**config.mk**
```make
export PLATFORM = sky130hd
export DESIGN_NAME = ecc_scrubber
export DESIGN_NICKNAME = d
export VERILOG_FILES = /design/src/rtl/ecc_scrub_pkg.sv /design/src/rtl/ecc_secded_check.sv /design/src/rtl/scrub_seq.sv /design/src/rtl/scrub_regs.sv /design/src/rtl/ecc_scrubber.sv
export SDC_FILE = /design/constraint.sdc
export NUM_CORES = 1
export LEC_CHECK = 0
export ABC_CLOCK_PERIOD_IN_PS = 5950
export BUFFER_PORTS_ARGS = -buffer_cell sky130_fd_sc_hd__buf_2
export CAP_MARGIN = 5
export CORE_MARGIN = 1.5
export CORE_UTILIZATION = 45
export DETAILED_ROUTE_END_ITERATION = 10
export PLACE_DENSITY = 0.69
export SLEW_MARGIN = 0
export SYNTH_ARGS = -nofsm -noshare
export SYNTH_HDL_FRONTEND = slang
export SYNTH_SLANG_ARGS = --single-unit
```
**constraint.sdc**
```tcl
create_clock -name clk -period 5.95 [get_ports clk]
set_clock_uncertainty 0.15 [all_clocks]
set_input_delay 0 -clock clk [delete_from_list [all_inputs] [get_ports clk]]
set_output_delay 0 -clock clk [all_outputs]
set_load 0.02 [all_outputs]
```
**src/rtl/ecc_scrub_pkg.sv**
```systemverilog
package ecc_scrub_pkg;

  typedef enum logic [2:0] {
    ST_ISSUE,
    ST_WAIT,
    ST_CHK,
    ST_WB,
    ST_IWAIT,
    ST_ICHK,
    ST_IWB
  } scrub_state_e;

  localparam logic [2:0] RA_CTRL   = 3'd0;
  localparam logic [2:0] RA_FLAGS  = 3'd1;
  localparam logic [2:0] RA_SCNT   = 3'd2;
  localparam logic [2:0] RA_DCNT   = 3'd3;
  localparam logic [2:0] RA_DFRAME = 3'd4;

  // number of Hamming check bits for a data width
  function automatic int check_bits(input int dw);
    int p;
    p = 1;
    while ((1 << p) < dw + p + 1) p++;
    return p;
  endfunction

endpackage

```
**src/rtl/ecc_secded_check.sv**
```systemverilog
module ecc_secded_check
  import ecc_scrub_pkg::*;
#(
  parameter int DATA_W = 32,
  localparam int P     = check_bits(DATA_W),
  localparam int N     = DATA_W + P,
  localparam int CW_W  = N + 1
) (
  input  logic [CW_W-1:0] cw_i,
  output logic            sgl_o,
  output logic            dbl_o,
  output logic [CW_W-1:0] fixed_o
);

  logic [P-1:0] syn;
  logic         par;
  logic         in_range;

  always_comb begin
    syn = '0;
    for (int i = 1; i <= N; i++) begin
      if (cw_i[i]) syn = syn ^ P'(i);
    end
    par = ^cw_i;
  end

  assign in_range = (32'(syn) <= 32'(N));
  assign sgl_o    = par & in_range;
  assign dbl_o    = (!par && (syn != '0)) || (par && !in_range);

  always_comb begin
    for (int i = 0; i < CW_W; i++) begin
      fixed_o[i] = cw_i[i] ^ (sgl_o && (32'(syn) == 32'(i)));
    end
  end

endmodule

```
**src/rtl/scrub_seq.sv**
```systemverilog
module scrub_seq
  import ecc_scrub_pkg::*;
#(
  parameter int FRAMES = 16,
  parameter int WPF    = 8,
  parameter int CW_W   = 39,
  localparam int DEPTH = FRAMES * WPF,
  localparam int AW    = $clog2(DEPTH),
  localparam int FW    = (FRAMES > 1) ? $clog2(FRAMES) : 1,
  localparam int WW    = (WPF > 1) ? $clog2(WPF) : 1
) (
  input  logic            clk,
  input  logic            rst,
  output logic            mem_en_o,
  output logic            mem_we_o,
  output logic [AW-1:0]   mem_addr_o,
  output logic [CW_W-1:0] mem_wdata_o,
  input  logic [CW_W-1:0] mem_rdata_i,
  input  logic            inj_req_i,
  input  logic [AW-1:0]   inj_addr_i,
  input  logic [CW_W-1:0] inj_mask_i,
  output logic            inj_busy_o,
  input  logic            dec_sgl_i,
  input  logic            dec_dbl_i,
  input  logic [CW_W-1:0] dec_fixed_i,
  output logic            sgl_evt_o,
  output logic            dbl_evt_o,
  output logic [FW-1:0]   evt_frame_o,
  output logic            scan_done_o
);

  scrub_state_e    state_q;
  logic [FW-1:0]   frame_q;
  logic [WW-1:0]   word_q;
  logic            pend_q;
  logic [AW-1:0]   inj_addr_q;
  logic [CW_W-1:0] inj_mask_q;
  logic [AW-1:0]   cur_addr;
  logic            last_word;
  logic            last_frame;

  assign cur_addr   = AW'(int'(frame_q) * WPF + int'(word_q));
  assign last_word  = (int'(word_q) == WPF - 1);
  assign last_frame = (int'(frame_q) == FRAMES - 1);
  assign inj_busy_o = pend_q;

  always_ff @(posedge clk) begin
    if (rst) begin
      state_q     <= ST_ISSUE;
      frame_q     <= '0;
      word_q      <= '0;
      pend_q      <= 1'b0;
      inj_addr_q  <= '0;
      inj_mask_q  <= '0;
      mem_en_o    <= 1'b0;
      mem_we_o    <= 1'b0;
      mem_addr_o  <= '0;
      mem_wdata_o <= '0;
      sgl_evt_o   <= 1'b0;
      dbl_evt_o   <= 1'b0;
      evt_frame_o <= '0;
      scan_done_o <= 1'b0;
    end else begin
      mem_en_o    <= 1'b0;
      mem_we_o    <= 1'b0;
      sgl_evt_o   <= 1'b0;
      dbl_evt_o   <= 1'b0;
      scan_done_o <= 1'b0;
      if (inj_req_i && !pend_q) begin
        pend_q     <= 1'b1;
        inj_addr_q <= inj_addr_i;
        inj_mask_q <= inj_mask_i;
      end
      case (state_q)
        ST_ISSUE: begin
          mem_en_o <= 1'b1;
          if (pend_q) begin
            mem_addr_o <= inj_addr_q;
            state_q    <= ST_IWAIT;
          end else begin
            mem_addr_o <= cur_addr;
            state_q    <= ST_WAIT;
          end
        end
        ST_WAIT:  state_q <= ST_CHK;
        ST_IWAIT: state_q <= ST_ICHK;
        ST_CHK: begin
          if (dec_sgl_i) begin
            mem_en_o    <= 1'b1;
            mem_we_o    <= 1'b1;
            mem_wdata_o <= dec_fixed_i;
            sgl_evt_o   <= 1'b1;
            evt_frame_o <= frame_q;
            state_q     <= ST_WB;
          end else begin
            if (dec_dbl_i) begin
              dbl_evt_o   <= 1'b1;
              evt_frame_o <= frame_q;
            end
            if (last_word) begin
              word_q <= '0;
              if (last_frame) begin
                frame_q     <= '0;
                scan_done_o <= 1'b1;
              end else begin
                frame_q <= frame_q + FW'(1);
              end
            end else begin
              word_q <= word_q + WW'(1);
            end
            state_q <= ST_ISSUE;
          end
        end
        ST_WB: begin
          if (last_word) begin
            word_q <= '0;
            if (last_frame) begin
              frame_q     <= '0;
              scan_done_o <= 1'b1;
            end else begin
              frame_q <= frame_q + FW'(1);
            end
          end else begin
            word_q <= word_q + WW'(1);
          end
          state_q <= ST_ISSUE;
        end
        ST_ICHK: begin
          mem_en_o    <= 1'b1;
          mem_we_o    <= 1'b1;
          mem_wdata_o <= mem_rdata_i ^ inj_mask_q;
          state_q     <= ST_IWB;
        end
        ST_IWB: begin
          pend_q  <= 1'b0;
          state_q <= ST_ISSUE;
        end
        default: state_q <= ST_ISSUE;
      endcase
    end
  end


  wb_hold_ptr_chk: assert property (@(posedge clk) disable iff (rst)
    (state_q == ST_WB) |-> ($stable(word_q) && $stable(frame_q)));


  wb_follows_chk: assert property (@(posedge clk) disable iff (rst)
    (state_q == ST_CHK && dec_sgl_i) |=> (mem_we_o && mem_addr_o == $past(mem_addr_o)));


  scan_pulse_chk: assert property (@(posedge clk) disable iff (rst)
    scan_done_o |=> !scan_done_o);

endmodule

```
**src/rtl/scrub_regs.sv**
```systemverilog
module scrub_regs
  import ecc_scrub_pkg::*;
#(
  parameter int CNT_W  = 16,
  parameter int FW     = 4,
  parameter int REG_DW = 32
) (
  input  logic              clk,
  input  logic              rst,
  input  logic              sgl_evt_i,
  input  logic              dbl_evt_i,
  input  logic [FW-1:0]     evt_frame_i,
  input  logic              reg_wr_i,
  input  logic              reg_rd_i,
  input  logic [2:0]        reg_addr_i,
  input  logic [REG_DW-1:0] reg_wdata_i,
  output logic [REG_DW-1:0] reg_rdata_o
);

  logic [CNT_W-1:0] sgl_q;
  logic [CNT_W-1:0] dbl_q;
  logic             flag_q;
  logic [FW-1:0]    frame_q;
  logic             clr;
  logic             wdata_unused;

  assign clr          = reg_wr_i && (reg_addr_i == RA_CTRL) && reg_wdata_i[0];
  assign wdata_unused = ^reg_wdata_i[REG_DW-1:1];

  always_ff @(posedge clk) begin
    if (rst || clr) begin
      sgl_q   <= '0;
      dbl_q   <= '0;
      flag_q  <= 1'b0;
      frame_q <= '0;
    end else begin
      if (sgl_evt_i && (sgl_q != '1)) sgl_q <= sgl_q + CNT_W'(1);
      if (dbl_evt_i && (dbl_q != '1)) dbl_q <= dbl_q + CNT_W'(1);
      if (dbl_evt_i && !flag_q) begin
        flag_q  <= 1'b1;
        frame_q <= evt_frame_i;
      end
    end
  end

  always_ff @(posedge clk) begin
    if (rst || !reg_rd_i) begin
      reg_rdata_o <= '0;
    end else begin
      case (reg_addr_i)
        RA_FLAGS:  reg_rdata_o <= REG_DW'(flag_q);
        RA_SCNT:   reg_rdata_o <= REG_DW'(sgl_q);
        RA_DCNT:   reg_rdata_o <= REG_DW'(dbl_q);
        RA_DFRAME: reg_rdata_o <= REG_DW'(frame_q);
        default:   reg_rdata_o <= '0;
      endcase
    end
  end


  sat_hold_chk: assert property (@(posedge clk) disable iff (rst)
    (sgl_q == '1 && !clr) |=> (sgl_q == '1));


  frame_sticky_chk: assert property (@(posedge clk) disable iff (rst)
    (flag_q && !clr) |=> (flag_q && $stable(frame_q)));

endmodule

```
**src/rtl/ecc_scrubber.sv**
```systemverilog
module ecc_scrubber
  import ecc_scrub_pkg::*;
#(
  parameter int FRAMES = 16,
  parameter int WPF    = 8,
  parameter int DATA_W = 32,
  parameter int CNT_W  = 16,
  parameter int REG_DW = 32,
  localparam int CW_W  = DATA_W + check_bits(DATA_W) + 1,
  localparam int AW    = $clog2(FRAMES * WPF),
  localparam int FW    = (FRAMES > 1) ? $clog2(FRAMES) : 1
) (
  input  logic              clk,
  input  logic              rst,
  output logic              mem_en,
  output logic              mem_we,
  output logic [AW-1:0]     mem_addr,
  output logic [CW_W-1:0]   mem_wdata,
  input  logic [CW_W-1:0]   mem_rdata,
  input  logic              inj_req,
  input  logic [AW-1:0]     inj_addr,
  input  logic [CW_W-1:0]   inj_mask,
  output logic              inj_busy,
  input  logic              reg_wr,
  input  logic              reg_rd,
  input  logic [2:0]        reg_addr,
  input  logic [REG_DW-1:0] reg_wdata,
  output logic [REG_DW-1:0] reg_rdata,
  output logic              scan_done
);

  logic            dec_sgl;
  logic            dec_dbl;
  logic [CW_W-1:0] dec_fixed;
  logic            sgl_evt;
  logic            dbl_evt;
  logic [FW-1:0]   evt_frame;

  ecc_secded_check #(.DATA_W(DATA_W)) u_check (
    .cw_i    (mem_rdata),
    .sgl_o   (dec_sgl),
    .dbl_o   (dec_dbl),
    .fixed_o (dec_fixed)
  );

  scrub_seq #(.FRAMES(FRAMES), .WPF(WPF), .CW_W(CW_W)) u_seq (
    .clk         (clk),
    .rst         (rst),
    .mem_en_o    (mem_en),
    .mem_we_o    (mem_we),
    .mem_addr_o  (mem_addr),
    .mem_wdata_o (mem_wdata),
    .mem_rdata_i (mem_rdata),
    .inj_req_i   (inj_req),
    .inj_addr_i  (inj_addr),
    .inj_mask_i  (inj_mask),
    .inj_busy_o  (inj_busy),
    .dec_sgl_i   (dec_sgl),
    .dec_dbl_i   (dec_dbl),
    .dec_fixed_i (dec_fixed),
    .sgl_evt_o   (sgl_evt),
    .dbl_evt_o   (dbl_evt),
    .evt_frame_o (evt_frame),
    .scan_done_o (scan_done)
  );

  scrub_regs #(.CNT_W(CNT_W), .FW(FW), .REG_DW(REG_DW)) u_regs (
    .clk         (clk),
    .rst         (rst),
    .sgl_evt_i   (sgl_evt),
    .dbl_evt_i   (dbl_evt),
    .evt_frame_i (evt_frame),
    .reg_wr_i    (reg_wr),
    .reg_rd_i    (reg_rd),
    .reg_addr_i  (reg_addr),
    .reg_wdata_i (reg_wdata),
    .reg_rdata_o (reg_rdata)
  );


  no_dbl_write_chk: assert property (@(posedge clk) disable iff (rst)
    dbl_evt |-> !mem_we);


  we_has_en_chk: assert property (@(posedge clk) disable iff (rst)
    mem_we |-> mem_en);

endmodule

```
# After elaboration in Yosys (flattened, before gate mapping)

Index checks and enable logic that the tools add are counted.

Add/sub/neg operators: 5
Bitwise gates (word level): 79
Equality and inequality tests: 54
Order comparisons: 1
Reduce and logical (&&, ||, !) cells: 70
Mux-type cells: 62

Operators with widths:

| operator                                                              | count |
|---|---|
| 6-bit by 5-bit equality test with 1-bit output, second input constant | 16 |
| 5-bit 2-to-1 mux                                                      | 16 |
| 39-bit one-hot mux with 2 select lines                                | 1 |
| 16-bit one-hot mux with 4 select lines                                | 1 |
| 4-bit 2-to-1 mux                                                      | 13 |
| 6-bit by 4-bit equality test with 1-bit output, second input constant | 8 |
| 1-bit logical AND                                                     | 47 |
| 6-bit equality test, second input constant                            | 7 |
| 6-bit 2-to-1 mux                                                      | 7 |
| 39-bit 2-to-1 mux                                                     | 1 |
| 3-bit inverter                                                        | 13 |
| 39-bit XOR reduction                                                  | 1 |
| 1-bit bitwise XOR                                                     | 39 |
| 39-bit bitwise XOR                                                    | 1 |
| 16-bit by 1-bit adder with 16-bit output, second input constant       | 2 |
| 16-bit != test, second input constant                                 | 2 |
| 2-bit inverter                                                        | 13 |
| 6-bit by 3-bit equality test with 1-bit output, second input constant | 4 |
| 3-bit 2-to-1 mux                                                      | 7 |
| 4-bit inverter                                                        | 5 |
| 3-bit one-hot mux with 5 select lines                                 | 1 |
| 3-bit by 2-bit equality test with 1-bit output, second input constant | 4 |
| 3-bit equality test, second input constant                            | 4 |
| 6-bit by 2-bit equality test with 1-bit output, second input constant | 2 |
| 27 further kinds                                                      | 56 |

Register bits after elaboration: 181
Logic and storage cells: 290
Input bits: 125

# Logic depth before layout (Yosys ltp)

Gate-level depths: netlist of the first run.

Depth in word-level cells: 76
Depth in mapped cells: 12

# By module

From an unflattened synthesis of the first run, not the netlist that was laid out.

Cell total of the unflattened synthesis: 998
Area total of the unflattened synthesis: 9171.3 um^2

By module, submodules not included:

| module           | sequential area each (um^2) | instances | area an instance (um^2) | cells an instance |
|---|---|---|---|---|
| scrub_seq        | 2242.2                      | 1         | 4785.8                  | 502 |
| scrub_regs       | 1061.0                      | 1         | 2748.9                  | 313 |
| ecc_secded_check | 0.0                         | 1         | 1636.6                  | 183 |

# Worst setup path after synthesis of the first run

OpenSTA, ideal clock, no wires.

Path kind: input-to-reg
Start: input port mem_rdata[23]
End: register u_seq.mem_wdata_o[3]
Cell stages on the path: 10
Buffers on the path: 0
Path slack: 3.231 ns
Library setup time: 0.095 ns
Arrival: 2.474 ns
Path through: xor2_1 > xnor2_1 > xnor2_4 > xor3_1 > nand4b_1 > a211oi_1 > nand2_1 > mux2i_1 > mux2_1 > a221oi_1

Word-level cells in the longest chain between the ends: 30
Elaborated cells on any way between the ends: 40

RTL lines:

| item                                   | line                   | text |
|---|---|---|
| start, declared                        | ecc_scrubber.sv:19     | `input logic [CW_W-1:0] mem_rdata,` |
| 5-bit 2-to-1 mux                       | ecc_secded_check.sv:22 | `if (cw_i[i]) syn = syn ^ P'(i);` |
| 2-bit inverter (no line)               | -                      |  |
| 5-bit 2-to-1 mux                       | ecc_secded_check.sv:22 |  |
| 3-bit inverter (no line)               | -                      |  |
| 5-bit 2-to-1 mux                       | ecc_secded_check.sv:22 |  |
| 3-bit inverter (no line)               | -                      |  |
| 5-bit 2-to-1 mux                       | ecc_secded_check.sv:22 |  |
| 4-bit inverter (no line)               | -                      |  |
| (+8 left out)                          | -                      |  |
| 5-bit 2-to-1 mux                       | ecc_secded_check.sv:22 |  |
| 6-bit 2-to-1 mux (7 in a row)          | ecc_secded_check.sv:22 |  |
| 6-bit less-or-equal comparator         | ecc_secded_check.sv:27 | `assign in_range = (32'(syn) <= 32'(N));` |
| 1-bit AND                              | ecc_secded_check.sv:28 | `assign sgl_o = par & in_range;` |
| 1-bit logical AND                      | ecc_secded_check.sv:33 | `fixed_o[i] = cw_i[i] ^ (sgl_o && (32'(syn) == 32'(i)));` |
| 1-bit bitwise XOR                      | ecc_secded_check.sv:33 |  |
| 39-bit 2-to-1 mux                      | scrub_seq.sv:88        | `if (dec_sgl_i) begin` |
| 39-bit one-hot mux with 2 select lines | scrub_seq.sv:74        | `case (state_q)` |
| end signal, assigned                   | scrub_seq.sv:91        | `mem_wdata_o <= dec_fixed_i;` |
| end signal, assigned                   | scrub_seq.sv:131       | `mem_wdata_o <= mem_rdata_i ^ inj_mask_q;` |
| end, declared                          | scrub_seq.sv:17        | `output logic [CW_W-1:0] mem_wdata_o,` |

Several ways; a longest one is shown, not always the timed one. The select of a mux whose other input is x is not followed.
A chain may end at the register's enable or synchronous reset.

# Worst setup path in the final report of the first run

Start: input port mem_rdata[9]
End: register u_seq.mem_wdata_o[17]

Word-level cells in the longest chain between the ends: 50
Elaborated cells on any way between the ends: 61

RTL lines:

| item                                                                | line |
|---|---|
| 4-bit 2-to-1 mux                                                    | ecc_secded_check.sv:22 |
| 2-bit inverter (no line) / 4-bit 2-to-1 mux (equally long branches) | - |
| 4-bit 2-to-1 mux / 3-bit inverter (equally long branches)           | - |
| 3-bit inverter (no line) / 4-bit 2-to-1 mux (equally long branches) | - |
| 4-bit 2-to-1 mux                                                    | ecc_secded_check.sv:22 |
| 2-bit inverter (no line) / 3-bit inverter (equally long branches)   | - |
| 4-bit 2-to-1 mux                                                    | ecc_secded_check.sv:22 |
| 3-bit inverter (no line) / 4-bit 2-to-1 mux (equally long branches) | - |
| (+33 left out)                                                      | - |
| 6-bit 2-to-1 mux / 3-bit inverter (equally long branches)           | - |
| 6-bit 2-to-1 mux (2 in a row)                                       | ecc_secded_check.sv:22 |
| 6-bit less-or-equal comparator                                      | ecc_secded_check.sv:27 |
| 1-bit AND                                                           | ecc_secded_check.sv:28 |
| 1-bit logical AND                                                   | ecc_secded_check.sv:33 |
| 1-bit bitwise XOR                                                   | ecc_secded_check.sv:33 |
| 39-bit 2-to-1 mux                                                   | scrub_seq.sv:88 |
| 39-bit one-hot mux with 2 select lines                              | scrub_seq.sv:74 |

Several ways; a longest one is shown, not always the timed one. The select of a mux whose other input is x is not followed.

==> impl_results.md, run 1 <==
- Register area share after synthesis: 40.5%
- Ports: 207
- Crit start category: input port
- Syn-to-layout area delta: 30.1%
- Peak supply drop: 0.228 mV
- Status: completed
- Primary FF master, synth: dfxtp_1
- Remaining Overflow, GRT: 0
- Async set or reset register ratio after synthesis: 0%
- Post-Place Worst Slack: 2.31 ns
- CTS buffer count: 17
- Critical path endpoint category: flip-flop
- FF+latch count, synth: 165
- Slowest cell on the critical path: xnor2_1
- Die width: 138 um
- Initial antenna violation count: 0
- Final setup violation count: 0
- CTS resizes: 0
- Tmin final: 3.82 ns
- Global Route Usage Sum: 23.3%
- Least-Margin Pin Slew: 0.985 ns
- Post-route ant nets: 0
- Max Cap Viol: 0
- CTS tree: built
- Number of hold buffers added after CTS: 96
- Syn Inst Count: 925
- Period Utilization, post-route: 64.2%
- PwrDens: 316 nW/um^2
- Setup tns final: 0 ns
- Number of flops mapped to enable cells by yosys: 0
- Post-CTS setup buffer count: 0
- Crit path max fanout: 29
- Share of layout cells above drive strength 1: 19.8%
- Slew headroom: 33.9%
- Crit path DAT: 3.99 ns
- CP peak stage delay: 0.78 ns
- Vias in the first global route: 6,533
- Crit path max-delay family: XOR/XNOR gates
- Largest net degree at the start of global routing: 88
- Core outline area: 17,900 um^2
- RSZ-0062 raised after global routing: no
- Worst setup margin: 2.13 ns
- Post-DP HPWL: 15,200 um
- Fillers: 1,598
- Via count: 7,193
- CP Class: input port to flip-flop
- CTS Root Cell: clkbuf_16
- Fmax: 262 MHz
- Clk sinks: 165
- Vias/cell: 5.13
- Yosys warnings: 0
- Worst skew pair latency: 0.44 ns
- Initial core utilization: 45.6%
- Mapped Area: 8160 um^2
- Critical Path, Cell by Cell: dlygate4sd3_1, buf_2, xnor2_1, xnor2_1, xnor2_1, xnor2_1, nand3_1, a32oi_4, nand2_4, nand2_4, nor2_2, buf_4, a221o_1
- Htree depth: 4
- Critical path required time: 6.12 ns
- Drt drc: 0
- Crit path top cell by count: xnor2_1
- Routability Congestion: 0.877
- Syn_area_per_cell: 8.82 um^2
- Full die area: 19,000 um^2
- Initial DRC Count: 585
- Longest Clk Path Bufs: 2
- Global-route wire length before repair: 33,900 um
- Cell row count: 49
- Worst path bufs/invs: 3
- P_leak: 4.33 nW
- Min-delay worst type: input port to flip-flop
- First-pass DRT Iterations: 5
- Post-DR wirelength/cell: 15.7 um
- PortBufs: 159
- Clock Pin Slew Worst Setup and Hold Paths: 0.07 ns
- Post-Route WL: 22,000 um
- Final Max Slew Viols: 0
- Fin nets: 1,290
- Die Height: 138 um
- Distinct cells, synth: 63
- Final hold vios: 0
## synthesized netlist by cell type, types with 3 or more instances
| cell | n | area share [%] |
|---|---|---|
| nor2b_1 | 3 | 0.23 |
| and2_1 | 8 | 0.61 |
| xnor2_2 | 6 | 1.2 |
| xor2_1 | 30 | 3.2 |
| nand4_1 | 3 | 0.23 |
| and3_1 | 7 | 0.54 |
| buf_4 | 16 | 1.5 |
| a31oi_1 | 5 | 0.38 |
| buf_2 | 6 | 0.37 |
| nand2_1 | 135 | 6.2 |
| a21oi_1 | 80 | 4.9 |
| a32o_1 | 3 | 0.37 |
| buf_1 | 6 | 0.28 |
| mux2_1 | 3 | 0.41 |
| ha_1 | 5 | 0.77 |
| clkbuf_1 | 32 | 1.5 |
| o21ai_0 | 11 | 0.67 |
| a22oi_1 | 18 | 1.7 |
| nor2_1 | 87 | 4.0 |
| xnor2_1 | 81 | 8.7 |
| or3_1 | 6 | 0.46 |
| a221oi_1 | 3 | 0.32 |
| nand2b_1 | 3 | 0.23 |
| xor3_1 | 3 | 0.87 |
| dfxtp_1 | 165 | 40 |
| inv_1 | 20 | 0.92 |
| a22o_1 | 25 | 2.7 |
| a32oi_1 | 9 | 0.97 |
| nand3_1 | 31 | 1.9 |
| a211oi_1 | 14 | 1.3 |
| nor3_1 | 12 | 0.74 |
| mux2i_1 | 40 | 4.9 |
| or2_2 | 5 | 0.38 |
| a221o_1 | 5 | 0.61 |
## kinds of logic (layout without fill, tap and decap cells)
family | count (synthesis) | after routing | synth area share [%]
simple gates | 315 | 315 | 17.2
fa+ha+maj | 5 | 5 | 0.766
compound gates | 185 | 185 | 15.3
xor+xnor | 126 | 126 | 15.6
buf+inv | 82 | 315 | 4.78
other cells | 1 | 17 | 0.0459
flops | 165 | 165 | 40.5
mux | 46 | 46 | 5.79
## path summary, 6_finish.rpt
check / cells after the start / slack [ns] / endpoint / from
max: 13 / 2.13 / u_seq.mem_wdata_o[17] / mem_rdata[9]
min: 5 / 0.06 / u_regs.frame_q[2] / reg_wr
max reg2reg: 9 / 2.87 / u_regs.dbl_q[11] / u_regs.dbl_q[2]
min reg2reg: 2 / 0.31 / u_seq.inj_mask_q[14] / u_seq.inj_mask_q[14]
## flip-flops by register name, summed over array words and instances, names as in the netlist
| register | flops |
|---|---|
| u_seq.mem_wdata_o | 39 |
| u_regs.reg_rdata_o | 16 |
| u_seq.mem_en_o | 1 |
| u_seq.inj_busy_o | 1 |
| u_seq.frame_q | 4 |
| u_seq.inj_addr_q | 7 |
| u_regs.flag_q | 1 |
| u_seq.word_q | 3 |
| u_seq.inj_mask_q | 39 |
| u_regs.dbl_q | 16 |
| u_seq.evt_frame_o | 4 |
| u_seq.state_q | 3 |
| u_seq.scan_done_o | 1 |
| u_regs.sgl_q | 16 |
| u_regs.frame_q | 4 |
| u_seq.sgl_evt_o | 1 |
| u_seq.mem_addr_o | 7 |
| u_seq.mem_we_o | 1 |
| u_seq.dbl_evt_o | 1 |
## worst register-to-register path, stage by stage, from the launching register on
cell and delay, ns:
dfxtp_1 0.43, and4_1 0.29, nand4_1 0.22, nor3_1 0.26, and3_1 0.27, nand3_1 0.18
o2111ai_1 0.80, nor4_1 0.13, xnor2_1 0.19, nor2_1 0.06
## placed cells by master, fill, tap and decap left out, types with 5 or more instances in the layout
cell           instances
a21oi_1               79
nand3_1               31
dfxtp_1              165
dlygate4sd3_1         96
nor3_1                12
or2_2                  5
a221o_1                5
buf_2                159
or3_1                  6
ha_1                   5
nor2_1                85
conb_1                16
a22oi_1               18
and3_1                 7
xor2_1                30
and2_1                 8
nand2_1              135
inv_1                 20
o21ai_0               11
mux2i_1               40
a22o_1                25
a31oi_1                5
clkbuf_16             17
xnor2_2                6
a211oi_1              14
buf_4                  8
xnor2_1               81
a32oi_1                9
## per-stage QoR
stage / cells / power (mW) / instance area, um^2 / utilization (%) / hold slack (ns)
after detailed placement: 1274 / 2.22 / 9060 / 50.6 / 0.101
after floorplan: 940 / 1.99 / 8220 / - / -0.0140
after CTS: 1402 / 3.36 / 10600 / 59.3 / 0.0592
after global routing: 1402 / 3.51 / 10600 / 59.3 / 0.102
final: 1403 / 3.36 / 10600 / 59.3 / 0.0556
after global placement: 1274 / 2.21 / 9060 / 50.6 / 0.0944
## layout make-up
type	count	area, um^2	area share, %
clock inverters	13	141	1.33
multi-input cells	693	4540	42.8
flip-flops and latches	165	3300	31.1
clock buffers	19	453	4.27
repair buffers	263	1820	17.1
well taps	229	287	2.70
diodes	1	2.50	0.0236
inverters	20	75.1	0.707
## per-layer routing
metal | vias up | global-route usage (%) | part of all wire, %
met1 | 3299 | 32.5 | 47
met2 | 230 | 34.6 | 45
li1 | 3634 | - | -
met3 | 30 | 6.14 | 6.7
met5 | - | 0 | 0
met4 | 0 | 8.42 | 1.8
## power breakdown
part / internal, mW / total (mW) / switching (mW)
combinational: 0.416 / 1.05 / 0.634
sequential: 1.17 / 1.21 / 0.0424
clock: 0.612 / 1.09 / 0.483
Power figures use the tool's default switching activity.
==> run 2: changes to the inputs <==
- ABC_CLOCK_PERIOD_IN_PS: 5950 -> 3500
- PLACE_DENSITY: 0.69 -> 0.72
- clock period: 5.95 -> 3.5 ns (I/O delays scaled with it)
==> run 2 against run 1 <==
Register-to-register slack worse by 2.3 ns. Sequential cell count stayed put. Global-route usage is 0.61 points higher. Count of clock-buffer cells in the layout is 2 lower. Clock power is 76% higher. Die area did not move. Design area increased by 1.7%. Worst hold slack got worse by 0.0074 ns. Total power is 77% higher. Routed wire length grew 1.7%. Critical endpoint is now u_seq.mem_wdata_o[35].
==> impl_results.md, run 2 (same netlist as run 1, synthesis figures left out) <==
- Status: completed
- R2R depth: 10
- CP Class: input port to flip-flop
- Vias/cell: 5.17
- Least-Margin Pin Slew: 0.718 ns
- Full die area: 19,000 um^2
- Post-Route WL: 22,400 um
- Comb power frac: 32.9%
- Initial DRC Count: 680
- Fin nets: 1,306
- N_diodes: 0
- Final instance area: 10,800 um^2
- R2R Path End: u_regs.dbl_q[8]
- Crit path max fanout: 14
- NetSw: 1.99 mW
- Min-delay worst type: input port to flip-flop
- WHS Path Cells: 5
- Global Route Usage Sum: 23.9%
- Ports: 207
- Htree depth: 4
- Peak supply drop: 0.372 mV
- Cell-internal power: 3.93 mW
- Share of layout cells above drive strength 1: 21.1%
- WHS Endpoint: u_regs.dbl_q[4]
- Commonest non-fill, non-tap cell in the layout: dfxtp_1
- Global-route wire length before repair: 34,600 um
- Post-route ant nets: 0
- Final Max Slew Viols: 0
- Seq pwr share: 34.8%
- Clk sinks: 165
- PortBufs: 159
- CTS tree: built
- First-pass DRT Iterations: 5
- Clock Pin Slew Worst Setup and Hold Paths: 0.06 ns
- Vias in the first global route: 6,599
- Fillers: 1,556
- Longest Clk Path Bufs: 2
- Routability Congestion: 0.918
- Max Cap Viol: 0
- CTS Root Cell: clkbuf_16
- Clock share of power: 32.3%
- Via count: 7,314
- Setup tns final: 0 ns
- Cell row count: 49
- Crit path DAT: 3.49 ns
- Post-Place Cells: 1,285
- Most frequent cells in the layout: 165 x dfxtp_1, 159 x buf_2, 135 x nand2_1, 97 x dlygate4sd3_1, 85 x nor2_1
- Register Area: 3300 um^2
- Multi-input combinational cell area: 4580 um^2
- Die width: 138 um
- PwrDens: 549 nW/um^2
- Final setup violation count: 0
- Initial antenna violation count: 0
- Tmin final: 3.33 ns
- Worst skew pair latency: 0.43 ns
- Post-DP HPWL: 15,600 um
- Worst r2r src: u_regs.dbl_q[2]
- Initial core utilization: 45.6%
- Remaining Overflow, GRT: 0
- CTS buffer count: 17
- Syn-to-layout area delta: 32.3%
- Die Height: 138 um
- Final hold vios: 0
- Largest net degree at the start of global routing: 51
- Net Sw Frac: 33.7%
- Cell area after placement: 9140 um^2
- Fmax: 300 MHz
- Post-DR wirelength/cell: 15.8 um
- Period Utilization, post-route: 95.1%
- Core outline area: 17,900 um^2
- Crit start category: input port
- Critical path required time: 3.67 ns
- Top Registers: u_seq.inj_mask_q (39), u_seq.mem_wdata_o (39)
- P_leak: 4.44 nW
- Slew headroom: 51.8%
- Final Non-Filler Cells: 1,416
- Worst min-delay path startpoint: reg_wr
- R2r setup slk: 0.57 ns
- Drt drc: 0
- Critical path endpoint category: flip-flop
-- run 2: metal layers --
layer	track usage, %	up-vias	part of all wire, %
met5	0	-	0
met4	9.30	0	2.9
met3	5.08	48	6.5
met2	36.1	254	45
met1	33.4	3346	46
li1	-	3666	-
-- run 2: power by group through the flow --
| stage | combinational, mW | clock, mW | sequential [mW] |
|---|---|---|---|
| after floorplan | 1.21 | 0 | 2.16 |
| final | 1.95 | 1.92 | 2.06 |
| after CTS | 1.83 | 1.95 | 2.06 |
| after detailed placement | 1.74 | 0 | 2.10 |
| after global placement | 1.73 | 0 | 2.10 |
| after global routing | 2.09 | 2.03 | 2.07 |
-- run 2: worst max path at each step --
stage | end | startpoint | slack [ns]
final | u_seq.mem_wdata_o[35] | mem_rdata[13] | 0.17
after global routing | u_seq.mem_wdata_o[35] | mem_rdata[15] | -0.006
after CTS | u_seq.mem_wdata_o[35] | mem_rdata[28] | 0.006
after detailed placement | u_seq.mem_wdata_o[1] | mem_rdata[29] | 0.36
after global placement | u_seq.mem_wdata_o[1] | mem_rdata[29] | 0.37
after floorplan | u_seq.mem_wdata_o[3] | mem_rdata[23] | 0.78
-- run 2: stage by stage --
step / hold slack, ns / util, % / worst slack [ns] / total power, mW
floorplan: -0.0140 / - / 0.781 / 3.37
global placement: 0.0949 / 51.1 / 0.366 / 3.83
detailed placement: 0.0973 / 51.1 / 0.361 / 3.84
finish: 0.0482 / 60.3 / 0.172 / 5.93
global route: 0.0812 / 60.3 / -0.00619 / 6.20
CTS: 0.0380 / 59.9 / 0.00594 / 5.85
-- run 2: what timing repair did --
| item | 4_1_cts | 5_1_grt |
|---|---|---|
| endpoints found under the hold margin | 109 | 0 |
| buffers inserted | 0 | 4 |
| endpoints found under the setup margin | 0 | 4 |
| resized for setup | 0 | 6 |
| hold buffers | 97 | 0 |
-- run 2: final cells by class --
| type | count | area share, % |
|---|---|---|
| multi-input cells | 693 | 42.4 |
| flip-flops and latches | 165 | 30.6 |
| repair buffers | 279 | 18.1 |
| clock buffers | 17 | 3.94 |
| well taps | 229 | 2.65 |
| clock inverters | 13 | 1.63 |
| inverters | 20 | 0.695 |
-- run 2: worst max-delay path, stage by stage --
cell and delay, ns:
dlygate4sd3_1 0.52, buf_2 0.15, xnor2_1 0.30, xnor2_2 0.16
xnor2_2 0.29, xnor2_1 0.19, or3_4 0.40, a32oi_4 0.28
nand2_4 0.08, buf_4 0.20, a32oi_1 0.23, a21oi_1 0.10
dlygate4sd3_1 0.57
==> run 3: changes to the inputs <==
- PLACE_DENSITY: 0.72 -> not set
- PLACE_DENSITY_LB_ADDON: not set -> 0.3
==> run 3 against run 2 <==
Sequential power about the same. Count of clock-buffer cells in the layout increased by 1. Critical path depth unchanged. Die area unchanged. Sequential share of layout area about the same. Global-route usage increased by 0.11 points. Core utilization increased by 0.077 points. Critical endpoint unchanged. Highest routed layer unchanged.
==> impl_results.md, run 3 (same netlist as run 1, synthesis figures left out) <==
- P_leak: 4.44 nW
- Post-Place Worst Slack: 0.378 ns
- NetSw: 2.05 mW
- Share of layout cells above drive strength 1: 21.1%
- Cell-internal power: 3.98 mW
- CP Class: input port to flip-flop
- Vias/cell: 5.22
- Core outline area: 17,900 um^2
- Global-route wire length before repair: 34,800 um
- Final Non-Filler Cells: 1,415
- R2R Path End: u_regs.dbl_q[14]
- Top Usage Layer GRT: met2
- Htree depth: 4
- Worst r2r src: u_regs.dbl_q[2]
- Critical path required time: 3.66 ns
- Commonest non-fill, non-tap cell in the layout: dfxtp_1
- PortBufs: 159
- Vias in the first global route: 6,766
- Met3 global-route usage: 5.85%
- Global Route Usage Sum: 24.1%
- Worst setup margin: 0.137 ns
- Worst Setup SP: mem_rdata[14]
- Via count: 7,388
- Cell row count: 49
- Final hold vios: 0
- Status: completed
- Top Registers: u_seq.inj_mask_q (39), u_seq.mem_wdata_o (39)
- Most frequent cells in the layout: 165 x dfxtp_1, 159 x buf_2, 135 x nand2_1, 96 x dlygate4sd3_1, 85 x nor2_1
- Worst skew pair latency: 0.43 ns
- Final Max Slew Viols: 0
- Post-DR wirelength/cell: 16.0 um
- Tmin final: 3.36 ns
- Crit start category: input port
- Post-route ant nets: 0
- CTS buffer count: 17
- Clock Pin Slew Worst Setup and Hold Paths: 0.07 ns
- N_diodes: 0
- Period Utilization, post-route: 96.1%
- CTS tree: built
- Net Sw Frac: 34.0%
- Slew headroom: 49.1%
- Setup tns final: 0 ns
- GR Util met1: 33.3%
- CP Capture Point: u_seq.mem_wdata_o[35]
- Clk sinks: 165
- Comb power frac: 33.0%
- Remaining Overflow, GRT: 0
- Clock share of power: 32.8%
- Post-DP HPWL: 15,600 um
- Met2 Use GR: 35.9%
- R2r setup slk: 0.50 ns
- CTS Root Cell: clkbuf_16
- Least-Margin Pin Slew: 0.763 ns
- Crit path DAT: 3.52 ns
- Final core occ: 60.4%
- Initial antenna violation count: 0
- Max Cap Viol: 0
- Initial DRC Count: 471
- Initial core utilization: 45.6%
- Seq pwr share: 34.2%
- Fmax: 297 MHz
- Post-Route WL: 22,600 um
- Drt drc: 0
- Routability Congestion: 0.931
- R2R depth: 10
- First-pass DRT Iterations: 5
- Die Height: 138 um
- Post-Place Cells: 1,283
- Fillers: 1,519
- RSZ-0062 raised after global routing: no
- Full die area: 19,000 um^2
- Critical path endpoint category: flip-flop
- Peak supply drop: 0.369 mV
- Final setup violation count: 0
- Ports: 207
- Min-delay worst type: input port to flip-flop
- Crit path max fanout: 14
- Die width: 138 um
- Hold WS: 0.0265 ns
- Fin nets: 1,304
- PwrDens: 557 nW/um^2
- Largest net degree at the start of global routing: 77
- Syn-to-layout area delta: 32.5%
- Longest Clk Path Bufs: 2
## run 3: routing by layer
layer  up-vias  share of wire (%)
met4         0                2.7
met3        51                7.8
met1      3406                 45
met2       281                 45
met5         -                  0
li1       3650                  -
## run 3: cell type report
| class | count | area [um^2] | share of cell area [%] |
|---|---|---|---|
| well taps | 229 | 287 | 2.65 |
| flip-flops and latches | 165 | 3300 | 30.5 |
| inverters | 20 | 75.1 | 0.694 |
| clock buffers | 18 | 439 | 4.06 |
| repair buffers | 277 | 1930 | 17.9 |
| clock inverters | 13 | 188 | 1.74 |
| multi-input cells | 693 | 4590 | 42.4 |
## run 3: worst min-delay path by stage
stage / slack, ns / endpoint / depth (start not counted) / from
2_1_floorplan: -0.01 / u_seq.inj_mask_q[13] / 2 / inj_mask[13]
6_report: 0.03 / u_regs.sgl_q[2] / 4 / reg_wr
5_1_grt: 0.07 / u_regs.frame_q[2] / 4 / reg_wr
3_3_place_gp: 0.09 / u_seq.inj_mask_q[5] / 3 / inj_mask[5]
4_1_cts: 0.01 / u_regs.sgl_q[2] / 4 / reg_wr
3_5_place_dp: 0.1 / u_seq.inj_mask_q[2] / 3 / inj_mask[2]
## run 3: power by group through the flow
stage | Combinational, mW | Clock, mW | Sequential, mW
finish | 1.99 | 1.98 | 2.06
global route | 2.12 | 2.08 | 2.07
CTS | 1.84 | 2.01 | 2.06
detailed placement | 1.75 | 0 | 2.10
global placement | 1.74 | 0 | 2.10
floorplan | 1.21 | 0 | 2.16
## run 3: worst max-delay path, cell delays in order
cell           delay, ns
dlygate4sd3_1       0.55
buf_2               0.16
xnor2_1             0.29
xnor2_2             0.19
xnor2_2             0.30
xnor2_2             0.19
or3_4               0.42
a32oi_4             0.28
nand2_4             0.08
buf_4               0.20
a32oi_1             0.20
a21oi_1             0.09
dlygate4sd3_1       0.58
## run 3: timing repair
action | in CTS | in global routing
gates resized for setup | 0 | 7
hold buffers | 96 | 0
endpoints found under the hold margin | 98 | 0
endpoints found under the setup margin | 0 | 12
setup buffers | 0 | 5
## run 3: per-stage QoR
stage / instance area [um^2] / total power, mW
6_report: 10800 / 6.02
5_1_grt: 10800 / 6.28
4_1_cts: 10700 / 5.91
3_5_place_dp: 9140 / 3.85
3_3_place_gp: 9140 / 3.84
2_1_floorplan: 8220 / 3.37
